$ cat src/rtl/csrb_pkg.sv
package csrb_pkg;
    localparam int ADDR_W    = 4;
    localparam int DATA_W    = 8;
    localparam int NUM_MST   = 2;
    localparam int NUM_STAT  = 3;
    localparam int NUM_SET   = 3;
    localparam int NUM_TRIG  = 3;
    localparam int STAT_BASE = 0;
    localparam int SET_BASE  = 6;
    localparam int TRIG_BASE = 10;
    localparam int TRIG_BIT  = 0;
    localparam logic [NUM_SET*DATA_W-1:0] SET_RESET = 24'hAA3C05;

    typedef logic [ADDR_W-1:0] addr_t;
    typedef logic [DATA_W-1:0] data_t;

    typedef struct packed {
        logic [NUM_SET*DATA_W-1:0] setting;
        logic [NUM_TRIG-1:0]       trig;
    } reg_state_t;

    typedef struct packed {
        logic [NUM_MST-1:0] ack;
        logic [NUM_MST-1:0] err;
        data_t              rdat;
    } resp_state_t;
endpackage

$ cat src/rtl/csrb_arbiter.sv
module csrb_arbiter
    import csrb_pkg::*;
#(
    parameter int N = NUM_MST
) (
    input  logic         clk,
    input  logic         rst_n,
    input  logic [N-1:0] req,
    output logic [N-1:0] grant
);
    logic [N-1:0] grant_d, grant_q;

    always_comb begin
        grant_d = grant_q;
        if ((grant_q & req) == '0) begin
            grant_d = '0;
            // descending scan: lowest index is assigned last and wins
            for (int i = N - 1; i >= 0; i--) begin
                if (req[i]) begin
                    grant_d    = '0;
                    grant_d[i] = 1'b1;
                end
            end
        end
    end

    always_ff @(posedge clk or negedge rst_n) begin
        if (!rst_n) grant_q <= '0;
        else        grant_q <= grant_d;
    end

    assign grant = grant_q;
endmodule

$ cat src/rtl/csrb_decode.sv
module csrb_decode
    import csrb_pkg::*;
(
    input  addr_t               adr,
    output logic [NUM_STAT-1:0] stat_hit,
    output logic [NUM_SET-1:0]  set_hit,
    output logic [NUM_TRIG-1:0] trig_hit,
    output logic                mapped
);
    for (genvar i = 0; i < NUM_STAT; i++) begin : g_stat
        assign stat_hit[i] = (adr == addr_t'(STAT_BASE + i));
    end
    for (genvar i = 0; i < NUM_SET; i++) begin : g_set
        assign set_hit[i] = (adr == addr_t'(SET_BASE + i));
    end
    for (genvar i = 0; i < NUM_TRIG; i++) begin : g_trig
        assign trig_hit[i] = (adr == addr_t'(TRIG_BASE + i));
    end

    assign mapped = |{stat_hit, set_hit, trig_hit};
endmodule

$ cat src/rtl/csrb_regs.sv
module csrb_regs
    import csrb_pkg::*;
(
    input  logic                       clk,
    input  logic                       rst_n,
    input  logic                       wr_en,
    input  data_t                      wdat,
    input  logic [NUM_STAT-1:0]        stat_hit,
    input  logic [NUM_SET-1:0]         set_hit,
    input  logic [NUM_TRIG-1:0]        trig_hit,
    input  logic [NUM_STAT*DATA_W-1:0] status_in,
    input  logic [NUM_TRIG-1:0]        trig_clr,
    output logic [NUM_SET*DATA_W-1:0]  setting,
    output logic [NUM_TRIG-1:0]        trig,
    output data_t                      rdata
);
    reg_state_t st_d, st_q;

    always_comb begin
        st_d = st_q;
        for (int i = 0; i < NUM_SET; i++) begin
            if (wr_en && set_hit[i]) st_d.setting[i*DATA_W +: DATA_W] = wdat;
        end
        for (int i = 0; i < NUM_TRIG; i++) begin
            if (trig_clr[i])                              st_d.trig[i] = 1'b0;
            else if (wr_en && trig_hit[i] && wdat[TRIG_BIT]) st_d.trig[i] = 1'b1;
        end
    end

    always_comb begin
        rdata = '0;
        for (int i = 0; i < NUM_STAT; i++) begin
            if (stat_hit[i]) rdata = rdata | status_in[i*DATA_W +: DATA_W];
        end
        for (int i = 0; i < NUM_SET; i++) begin
            if (set_hit[i]) rdata = rdata | st_q.setting[i*DATA_W +: DATA_W];
        end
        for (int i = 0; i < NUM_TRIG; i++) begin
            if (trig_hit[i]) rdata[TRIG_BIT] = rdata[TRIG_BIT] | st_q.trig[i];
        end
    end

    always_ff @(posedge clk or negedge rst_n) begin
        if (!rst_n) begin
            st_q.setting <= SET_RESET;
            st_q.trig    <= '0;
        end else begin
            st_q <= st_d;
        end
    end

    assign setting = st_q.setting;
    assign trig    = st_q.trig;
endmodule

$ cat src/rtl/csrb_bank.sv
module csrb_bank
    import csrb_pkg::*;
(
    input  logic                       clk,
    input  logic                       rst_n,
    input  logic [NUM_MST-1:0]         mst_cyc,
    input  logic [NUM_MST-1:0]         mst_stb,
    input  logic [NUM_MST-1:0]         mst_we,
    input  logic [NUM_MST*ADDR_W-1:0]  mst_adr,
    input  logic [NUM_MST*DATA_W-1:0]  mst_wdat,
    output logic [NUM_MST-1:0]         mst_ack,
    output logic [NUM_MST-1:0]         mst_err,
    output logic [NUM_MST-1:0]         mst_rty,
    output logic [NUM_MST*DATA_W-1:0]  mst_rdat,
    output logic [NUM_MST-1:0]         grant,
    input  logic [NUM_STAT*DATA_W-1:0] status_in,
    output logic [NUM_SET*DATA_W-1:0]  setting_out,
    output logic [NUM_TRIG-1:0]        trig_out,
    input  logic [NUM_TRIG-1:0]        trig_clr
);
    logic                sel_stb, sel_we;
    addr_t               sel_adr;
    data_t               sel_wdat, rdata;
    logic [NUM_STAT-1:0] stat_hit;
    logic [NUM_SET-1:0]  set_hit;
    logic [NUM_TRIG-1:0] trig_hit;
    logic                mapped, pending, access, bad, wr_en;
    resp_state_t         rs_d, rs_q;

    csrb_arbiter #(.N(NUM_MST)) u_arb (
        .clk   (clk),
        .rst_n (rst_n),
        .req   (mst_cyc),
        .grant (grant)
    );

    // route the granted master's request onto the shared path
    always_comb begin
        sel_stb  = 1'b0;
        sel_we   = 1'b0;
        sel_adr  = '0;
        sel_wdat = '0;
        for (int i = 0; i < NUM_MST; i++) begin
            if (grant[i]) begin
                sel_stb  = mst_cyc[i] & mst_stb[i];
                sel_we   = mst_we[i];
                sel_adr  = mst_adr[i*ADDR_W +: ADDR_W];
                sel_wdat = mst_wdat[i*DATA_W +: DATA_W];
            end
        end
    end

    csrb_decode u_dec (
        .adr      (sel_adr),
        .stat_hit (stat_hit),
        .set_hit  (set_hit),
        .trig_hit (trig_hit),
        .mapped   (mapped)
    );

    assign pending = (|rs_q.ack) | (|rs_q.err);
    assign access  = sel_stb & ~pending;
    assign bad     = ~mapped | (sel_we & (|stat_hit));
    assign wr_en   = access & sel_we & ~bad;

    csrb_regs u_regs (
        .clk       (clk),
        .rst_n     (rst_n),
        .wr_en     (wr_en),
        .wdat      (sel_wdat),
        .stat_hit  (stat_hit),
        .set_hit   (set_hit),
        .trig_hit  (trig_hit),
        .status_in (status_in),
        .trig_clr  (trig_clr),
        .setting   (setting_out),
        .trig      (trig_out),
        .rdata     (rdata)
    );

    always_comb begin
        rs_d.ack  = (access && !bad) ? grant : '0;
        rs_d.err  = (access &&  bad) ? grant : '0;
        rs_d.rdat = (access && !bad && !sel_we) ? rdata : '0;
    end

    always_ff @(posedge clk or negedge rst_n) begin
        if (!rst_n) rs_q <= '0;
        else        rs_q <= rs_d;
    end

    for (genvar i = 0; i < NUM_MST; i++) begin : g_out
        assign mst_rdat[i*DATA_W +: DATA_W] = rs_q.ack[i] ? rs_q.rdat : '0;
    end
    assign mst_ack = rs_q.ack;
    assign mst_err = rs_q.err;
    assign mst_rty = '0;
endmodule

$ cat config.mk
export PLATFORM = sky130hd
export DESIGN_NAME = csrb_bank
export DESIGN_NICKNAME = d
export VERILOG_FILES = /design/src/rtl/csrb_pkg.sv /design/src/rtl/csrb_arbiter.sv /design/src/rtl/csrb_decode.sv /design/src/rtl/csrb_regs.sv /design/src/rtl/csrb_bank.sv
export SDC_FILE = /design/constraint.sdc
export NUM_CORES = 1
export LEC_CHECK = 0
export CAP_MARGIN = 20
export CORE_MARGIN = 4
export CORE_UTILIZATION = 57
export DETAILED_ROUTE_END_ITERATION = 10
export DONT_BUFFER_PORTS = 1
export PLACE_DENSITY = 0.86
export SYNTH_ARGS = -nofsm -noshare
export SYNTH_HDL_FRONTEND = slang
export SYNTH_SLANG_ARGS = --single-unit
$ cat constraint.sdc
create_clock -name clk -period 2 [get_ports clk]
set_input_delay 0.2 -clock clk [delete_from_list [all_inputs] [get_ports clk]]
set_output_delay 0.2 -clock clk [all_outputs]
set_load 0.01 [all_outputs]
After elaboration in Yosys (flattened, before gate mapping)
Index checks and enable logic that the tools add are counted.
- input port bits: 59
- word-level logic and storage cells: 91
- register bits after elaboration: 41
- output and inout bits: 51
- equal/unequal tests: 8
- bitwise operators: 20
- reductions and logical operators: 23
- multiplexer cells: 30
- operator list (kind ; count):
    $mux 8 ; 11
    $or 8x8->8 ; 5
    $eq 4x4->1 const B ; 4
    $mux 1 ; 13
    $logic_and 1x1->1 ; 12
    $reduce_or 9->1 ; 1
    $eq 4x3->1 const B ; 2
    $mux 2 ; 4
    $mux 4 ; 2
    $and 1x1->1 ; 6
    $reduce_bool 2->1 ; 3
    $or 1x1->1 ; 5
    $eq 4x1->1 const B ; 1
    $eq 4x2->1 const B ; 1
    $logic_not 4->1 ; 1
    $reduce_or 2->1 ; 2
    $not 1->1 ; 3
    $reduce_or 3->1 ; 1
    $and 2x2->2 ; 1
    $logic_not 1->1 ; 2
    $logic_not 2->1 ; 1

Logic depth before layout (Yosys ltp)
- depth after elaboration: 21
- mapped depth: 7
- depth with buffers taken out: 5

By module
From an unflattened synthesis, not the netlist that was laid out.
- cell total of the unflattened synthesis: 214
- area, all modules: 2372.3 µm²
- by module, submodules not included (module ; area an instance (µm²) ; times used ; cells each ; seq. area each (µm²)):
    csrb_regs ; 1396.3 ; 1 ; 100 ; 688.2
    csrb_bank ; 793.3 ; 1 ; 88 ; 300.3
    csrb_decode ; 100.1 ; 1 ; 19 ; 0.0
    csrb_arbiter ; 82.6 ; 1 ; 7 ; 50.0

Least setup slack after synthesis
OpenSTA, ideal clock, no wires.
- path kind: reg-to-reg
- start point: register rs_q, in the netlist mst_ack[1]
- end point: register, netlist name u_regs.setting[5]
- cell stages (with the launch flop): 7
- path buffers: 1
- library setup time: 0.125 ns
- arrival: 1.861 ns
- path slack: 0.014 ns
- period minus slack after synthesis: 1.986 ns
- required time: 1.875 ns
- cells stage by stage: dfrtp_1 > or4_1 > a21oi_2 > and3_1 > buf_4 > nand3_4 > mux2_4
- cells in the longest elaborated chain, start to end: 7
- RTL lines (item ; RTL line ; source):
    start, declared ; csrb_bank.sv:28 ; resp_state_t rs_d, rs_q;
    start signal, assigned ; csrb_bank.sv:89 ; else rs_q <= rs_d;
    $reduce_or 2->1 ; csrb_bank.sv:61 ; assign pending = (|rs_q.ack) | (|rs_q.err);
    $or 1x1->1 ; csrb_bank.sv:61 ;
    $not 1->1 ; csrb_bank.sv:62 ; assign access = sel_stb & ~pending;
    $and 1x1->1 ; csrb_bank.sv:62 ;
    $and 1x1->1 (2 in a row) ; csrb_bank.sv:64 ; assign wr_en = access & sel_we & ~bad;
    $logic_and 1x1->1 ; csrb_regs.sv:22 ; if (wr_en && set_hit[i]) st_d.setting[i*DATA_W +: DATA_W] = wdat;
Every way passes these cells.
A chain may end at the register's enable or synchronous reset.

==> reports/qor.csv <==
stage;metric;value;unit
drt;drc_errors;0;
synth;ys_seq_elements;41;
critical_path;path_max_fanout;6;
critical_path;rr_worst_depth;9;
global_route;grt_max_degree;42;
clock_tree;cts_tree;done;
drt;detail-route-antenna-nets;0;
pwr;leakagePower;1.507;nW
synth;yosysSeqAreaShare;42.33;%
global_route;grt.overflow.total;0;
critical_path;required;2170;ps
floorplanning;pin_count;110;
critical_path;critPathLaunchType;flop;
drt;vias;2356;
flow_run;cap_violations;0;
critical_path;rr_startpoint;u_arb.grant[1]$_DFFE_PN0N_;
critical_path;setup.worst_path.end;rs_q[2]$_DFF_PN0_;
critical_path;arrival;2230;ps
pwr;vdd_ir_drop_max;0.0005731;V
clock_tree;cts_htree_levels;2;
clock_tree;cts_made_buffers;5;
place;dp_slack;-126.2;ps
synth;yosysWarningCount;0;
sta;rsz0062_at_grt;yes;
floorplanning;core;4086;sq um
sta;fin_worst_skew;4.955;ps
synth;synth.distinct_cells;48;
drt;wl_per_cell;24.24;um
synth;netlist_area;2454;sq um
sta;min_period;2058;ps
sta;period_share;102.9;%
outcome;violations;setup timing;
final_layout;syn_to_final_growth;33.35;%
final_layout;fin_nets;347;
outcome;status;finished, violations left;
drt;drt_first_pass_iters;5;
clock_tree;cts_sinks;41;
final_layout;fin_util;80.07;%
critical_path;path_class;reg2reg;
floorplanning;start_util;60.04;%
hold_path;worst_hold_startpoint;mst_cyc[0];
clock_tree;cts-root-buf;clkbuf_8;
floorplanning;die_area;5418;sq um
sta;report.final.setup_viol;15;
sta;hold_violations;0;
final_layout;fin_area;3272;sq um
synth;synthesis.instances;239;
synth;async_flop_share;100.0;%
place;io_buffers;0;
global_route;grt_pass1_wl;11200;um
clock_tree;worstSkewPairLatency;290;ps
sta;holdWs;53.49;ps
final_layout;drive_gt1_share;46.37;%
place;dpl-instance-area;2741;sq um
synth;synth_edf_count;0;
drt;drt-total-wl;8219;um
critical_path;worstSetupStartpoint;u_arb.grant[1]$_DFFE_PN0N_;
sta;final-max-slew-violation-count;0;
pwr;powerDensity;675.0;nW/um^2
floorplanning;dieWidth;73.61;um
sta;max_freq;485.8;MHz
drt;avgViaCountPerCell;6.950;
floorplanning;rows;23;
clock_tree;clk_pin_slew;80;ps
global_route;grtUsageTotal;27.76;%
critical_path;crit_path_end_kind;flop;
critical_path;regToRegSetupSlack;-60;ps
global_route;grt_pass1_vias;2246;
place;dp_hpwl;5456;um
hold_path;hold_depth;1;
drt;drt-initial-drc-count;246;
place;place_congestion;0.8980;
hold_path;hp-class;in2reg;
floorplanning;die_y;73.61;um
sta;setup_tns;-360.7;ps
clock_tree;cts_buffer_depth;2;
final_layout;antenna_cells;0;
synth;synthFlopType;dfrtp_1;
sta;setup_ws;-58.32;ps
global_route;antenna_found_initial;0;
critical_path;reg2reg_to;rs_q[2]$_DFF_PN0_;
synth;syn_avg_cell_area;10.27;sq um
==> per-layer routing <==
layer | routed length (um) | track usage (%)
met1 | 2928 | 31.73
met2 | 3839 | 45.77
met3 | 1004 | 10.94
met4 | 447 | 12.07
met5 | 0 | 0
==> placed cells by master, fill, tap and decap left out, drive strengths merged, types with 7 or more instances in the layout <==
master and n:
a22o 14, nor2 13, and2 18, mux2 25, inv 16, a211oi 9
a21oi 7, nand2 10, dfrtp 31, buf 52, o21ai 12, and3 7
dfstp 10
==> per-stage QoR <==
step	std cells	power [mW]
global route	339	2.288
CTS	330	2.091
finish	339	2.209
detailed placement	315	1.344
global placement	315	1.334
floorplan	240	1.171
==> worst max-delay path: stages (launching register included) <==
cell and delay (ps):
dfrtp_2 440, buf_12 140, nand2b_4 170, buf_4 170, o21ai_2 210, buf_6 160
nor2_1 60, buf_4 180, a211oi_2 280, a211oi_2 120
==> synthesized netlist by cell type (4+ instances only) <==
master / number / area (sq um)
a211oi_1: 9 / 67.56
a21oi_1: 6 / 30.03
o211ai_1: 4 / 30.03
nor2_1: 13 / 48.80
buf_2: 4 / 20.02
dfstp_2: 10 / 262.8
and3_1: 7 / 43.79
mux2_4: 8 / 120.1
dfrtp_1: 31 / 775.7
buf_4: 9 / 67.56
o21ai_0: 9 / 45.04
a22o_1: 14 / 122.6
mux2_2: 17 / 191.4
o22ai_1: 4 / 25.02
a31oi_1: 4 / 25.02
inv_1: 16 / 60.06
and2_1: 18 / 112.6
nand2_1: 8 / 30.03
nand3_1: 5 / 25.02
==> layout make-up <==
type                    count  area [sq um]
well taps                  50         62.56
inverters                  16         60.06
multi-input cells         167          1486
flip-flops and latches     41          1041
repair buffers             57         501.7
fillers                   221         814.5
clock buffers               6         82.58
clock inverters             2         37.54
==> timing repair <==
item                       in CTS  in global routing
gates resized for setup        15                 41
pin swaps                       1                 12
hold endpoints to repair       45                  0
hold buffers                    6                  0
gates cloned                    0                  0
setup endpoints to repair      30                 32
setup buffers                   1                 10
==> cell families after synthesis <==
logic type,count (synthesis),synth area share (%)
mux,25,12.70
simple gates,71,17.29
compound gates,69,21.06
flops,41,42.33
buf+inv,32,6.476
other cells,1,0.1528
==> worst min-delay path by stage <==
stage	slack [ps]	endpoint
finish	50	u_arb.grant[0]$_DFFE_PN0N_
global route	60	u_arb.grant[0]$_DFFE_PN0N_
CTS	50	u_arb.grant[0]$_DFFE_PN0N_
detailed placement	-90	u_regs.setting[20]$_DFFE_PN0P_
global placement	-90	u_regs.setting[4]$_DFFE_PN0P_
floorplan	-100	mst_ack[0]$_DFF_PN0_
==> flip-flops by register name (all words and copies together), names as in the netlist <==
register,flops
mst_ack,2
mst_err,2
rs_q,8
u_arb.grant,2
u_regs.setting,24
u_regs.trig,3
==> where the power goes <==
group / switching [mW] / internal (mW)
registers: 0.0492 / 0.872
logic: 0.299 / 0.289
clock network: 0.294 / 0.406
Note: power is estimated with default switching activity, not from simulation.
